<file path="src/rtl/port_ioc_detect.sv">
module port_ioc_detect #(
  parameter int PORT_W = 8,
  parameter int IOC_W  = 4
) (
  input  logic              clk,
  input  logic              por_n,
  input  logic              rst_n,
  input  logic [PORT_W-1:0] pins_i,
  input  logic [PORT_W-1:0] dir_in_i,
  input  logic [IOC_W-1:0]  pin_en_i,
  input  logic              glob_en_i,
  input  logic              port_rd_i,
  input  logic              port_wr_i,
  input  logic              flag_clr_i,
  output logic              flag_o,
  output logic              irq_o
);
  localparam int LO = PORT_W - IOC_W;

  logic [IOC_W-1:0] live, snap, watch, diff;
  logic             access, mism;

  assign live   = pins_i[PORT_W-1:LO];
  assign watch  = pin_en_i & dir_in_i[PORT_W-1:LO];
  assign access = port_rd_i | port_wr_i;
  assign diff   = (live ^ snap) & watch;
  assign mism   = (|diff) & ~access;

  logic unused_low;
  assign unused_low = ^{pins_i[LO-1:0], dir_in_i[LO-1:0]};

  always_ff @(posedge clk) begin
    if (!por_n || access) snap <= live;
  end

  always_ff @(posedge clk) begin
    if (!por_n || !rst_n) flag_o <= 1'b0;
    else                  flag_o <= mism | (flag_o & ~flag_clr_i);
  end

  assign irq_o = flag_o & glob_en_i;
endmodule

</file>
<file path="config.mk">
export PLATFORM = sky130hd
export DESIGN_NAME = port_ioc_detect
export DESIGN_NICKNAME = d
export VERILOG_FILES = /design/src/rtl/port_ioc_detect.sv
export SDC_FILE = /design/constraint.sdc
export NUM_CORES = 1
export LEC_CHECK = 0
export ABC_AREA = 1
export ABC_CLOCK_PERIOD_IN_PS = 2029
export BUFFER_PORTS_ARGS = -buffer_cell sky130_fd_sc_hd__buf_4
export CAP_MARGIN = 15
export CORE_AREA = 2 2 39 41
export CTS_BUF_LIST = sky130_fd_sc_hd__clkbuf_8
export DETAILED_ROUTE_END_ITERATION = 10
export DIE_AREA = 0 0 41 43
export GPL_TIMING_DRIVEN = 1
export HOLD_SLACK_MARGIN = 0.05
export PLACE_DENSITY_LB_ADDON = 0.3
export SETUP_SLACK_MARGIN = 0.3
export SYNTH_ARGS = -nofsm -noshare
export SYNTH_HDL_FRONTEND = slang
export SYNTH_SLANG_ARGS = --single-unit
</file>
<file path="constraint.sdc">
create_clock -name clk -period 2.03 [get_ports clk]
set_input_delay 0.406 -clock clk [delete_from_list [all_inputs] [get_ports clk]]
set_output_delay 0.406 -clock clk [all_outputs]
set_load 0.02 [all_outputs]
</file>
### After elaboration in Yosys (flattened, before gate mapping)

Index checks and enable logic that the tools add are counted.

* bits in registers: 5
* input bits: 27
* bits in latches: 0
* memory bits (writable): 0
* ROM bits: 0
* output and inout port bits: 2
* word-level logic and storage cells: 17
* memories kept: 0

* magnitude comparators: 0
* muxes and demuxes: 0
* reductions and logical operators: 5
* $add $sub $neg: 0
* bitwise gates (word level): 10
* shifts and indexed selects: 0
* div/mod/pow operators: 0
* multiply operators: 0
* eq/ne operators: 0

Operator list (number)
* bitwise AND 4 bit: 2
* OR reduction 4 bit: 1
* bitwise XOR 4 bit: 1
* bitwise AND 1 bit: 3
* zero test 1 bit: 2
* logical OR 1 bit: 2
* NOT 1 bit: 2
* bitwise OR 1 bit: 2

### Depth between registers and ports, before layout

* depth in word-level cells: 5
* depth in mapped cells: 6
* gate-level depth less buffers: 6

### Worst setup path after synthesis

No wires, ideal clock.

* kind: register to output
* start point: register flag_o
* end point: output irq_o
* stages on the path, launching flop included: 3
* path buffers: 0
* arrival time: 652 ps
* path slack: 972 ps
* path through: dfxtp_1 > nand2_1 > inv_1

* word-level cells in the longest chain between the ends: 1

RTL lines
* from (decl): line 15 `output logic flag_o,`
* from (signal assigned): line 38 `else flag_o <= mism | (flag_o & ~flag_clr_i);`
* bitwise AND 1 bit: line 41 `assign irq_o = flag_o & glob_en_i;`
* to (decl): line 16 `output logic irq_o`

Every way passes these cells.

### Worst setup path in the final report

Same ends and word-level chain as after synthesis.

==> flow_summary.toml <==
[clock_network]
path_clk_slew_ps = 40
clock_path_buffers = 2
cts_root_buf = "clkbuf_8"
clkLatencyLatePin_ps = 220
cts_num_sinks = 5
postCtsHoldBufs = 0
cts-htree-levels = 1
cts_tree = "done"
cts_buffers = 3
post_cts_resize_count = 0
post_cts_buffers = 0

[routing]
drt_wl_total_um = 573
viasPerCell = 3.99
dr_total_vias = 323
antenna_left = 0
drc = 0
dr.pass1.iters = 2
first_iter_violations = 5
wl_per_cell_um = 7.07

[critical_path]
r2r_start = "snap[3]$_DFFE_PP_"
critPathCaptureType = "output port"
start_kind = "register"
required_ps = 1620
critical_path_arrival_ps = 790
r2r-end = "flag_o$_SDFF_PP0_"
ff2ff_setup_slack_ps = 1020
path_class = "register to output port"
reg2reg_depth = 5
startpoint = "flag_o$_SDFF_PP0_"
crit_fanout = 3

[synthesis]
ys_seq_area_share_pct = 48.7
synthTopCellsByArea = "edfxtp_1 (42%), nand2_1 (22%), inv_1 (14%)"
ys.flop_type = "edfxtp_1"
synthCells = 41
synth_top_area_cell = "edfxtp_1"
synth_area_sq_um = 288
synthArstFlopShare_pct = 0
yosys-top-cells-count = "nand2_1 (17), inv_1 (11), edfxtp_1 (4)"
avgSynthCellArea_sq_um = 7.02
syn_nets = 68
ys_ff_latch = 5
ys_warn_count = 0
synth_edf_count = 4
synth.most_common_cell = "nand2_1"
ys_types = 10
synth_top_cell_area_share_pct = 41.7

[placement]
dp_slack_ps = 885
dp_hpwl_um = 497
place_congestion = 0.667
placed_cells = 77
io_buffers = 20
place_area_sq_um = 458

[timing]
setup_violations = 0
rsz0062_at_grt = "false"
relSlewSlack_pct = 88.0
fin_crit_ps = 1190
finalCritPeriodShare_pct = 58.7
skew_ps = 3.06
hold_viol_final = 0
setup-tns-final_ps = 0
whs_ps = 375
max_freq_mhz = 839
slew_violations = 0
worst_slew_pin_slew_ps = 180
timing.final.ws_setup_ps = 839

[layout]
nets = 93
drive_above_1_share_pct = 35.4
stdcell_count = 81
antenna_cells = 0
final_util_pct = 36.3
post-route-cell-area_sq_um = 503
fillCellCount = 155
area_growth_pct = 74.8

[worst_hold_path]
hold_path_depth = 1
whs_endpoint = "snap[3]$_DFFE_PP_"
min_path_type = "input port to register"
min_from = "pins_i[7]"

[run]
cap_violations = 0

[power_and_ir_drop]
power.share.clock_pct = 51.1
p_seq_share_pct = 35.1
p_int_mw = 0.280
power_density_nw_per_um2 = 697
total_power_mw = 0.351
ir_worst_vdd_uv = 360
p_comb_share_pct = 13.9
p_switching_mw = 0.0706
p_sw_share_pct = 20.1
p_leak_nw = 0.294

[outcome]
status = "finished, final reports clean"

[die]
row_count = 14
start_util_pct = 20.8
die-area_sq_um = 1760
core_area_sq_um = 1380
io_pins = 29
die_w_um = 41
fp.dieH_um = 43

[grt]
grt_use_total_pct = 8.18
antenna_found_initial = 0
grt_overflow = 0
grt_pass1_wl_um = 897
grt_pass1_vias = 245
grt_max_degree = 5
layout make-up:
type / count / area, sq um / area share [%]
clock buffer: 3 / 41.3 / 8.21
clock inverter: 1 / 3.75 / 0.746
inverter: 11 / 41.3 / 8.21
multi-input combinational: 25 / 106 / 21.1
sequential: 5 / 140 / 27.9
tap: 16 / 20.0 / 3.98
timing repair buffer: 20 / 150 / 29.9
flip-flops by register name (all words and copies together), names as in the netlist:
name    flops
snap        4
flag_o      1
metal layers:
| layer | global-route usage (%) | up-vias | share of wire, % |
|---|---|---|---|
| li1 | - | 170 | - |
| met1 | 8.85 | 137 | 35 |
| met2 | 10.0 | 12 | 50 |
| met3 | 6.81 | 4 | 13 |
| met4 | 6.00 | 0 | 1.9 |
| met5 | 0 | - | 0 |
power groups by stage:
stage                     clock network (mW)  logic [mW]  registers, mW
final                                  0.179      0.0486          0.123
after global routing                   0.193      0.0549          0.124
after CTS                              0.184      0.0497          0.123
after detailed placement                   0      0.0496          0.124
after global placement                     0      0.0488          0.124
after floorplan                            0      0.0173          0.124
placed cells by master, fill, tap and decap left out, drive strengths merged:
cell     n
a21oi    1
inv     12
nor2     1
nand3b   1
nand3    3
buf     20
o21ai    1
edfxtp   4
or2      1
clkbuf   3
nand2   17
dfxtp    1
worst max-delay path: stages, from the launching register on:
cell     delay (ps)
dfxtp_1         340
nand2_1          50
inv_1            40
buf_4           130
worst max path at each step:
stage          cells after the start  slack (ps)  endpoint
2_1_floorplan                      2         970     irq_o
3_3_place_gp                       4         890     irq_o
3_5_place_dp                       4         890     irq_o
4_1_cts                            3         830     irq_o
5_1_grt                            3         750     irq_o
6_report                           3         840     irq_o
logic make-up (layout without fill, tap and decap cells):
| kind of cell | after synthesis | count (layout) | share of synthesized area [%] |
|---|---|---|---|
| AO/OA/AOI/OAI | 2 | 2 | 3.47 |
| buffers and inverters | 11 | 35 | 14.3 |
| flip-flops | 5 | 5 | 48.7 |
| AND/OR/NAND/NOR | 23 | 23 | 33.5 |
(Power assumes the default switching activity.)
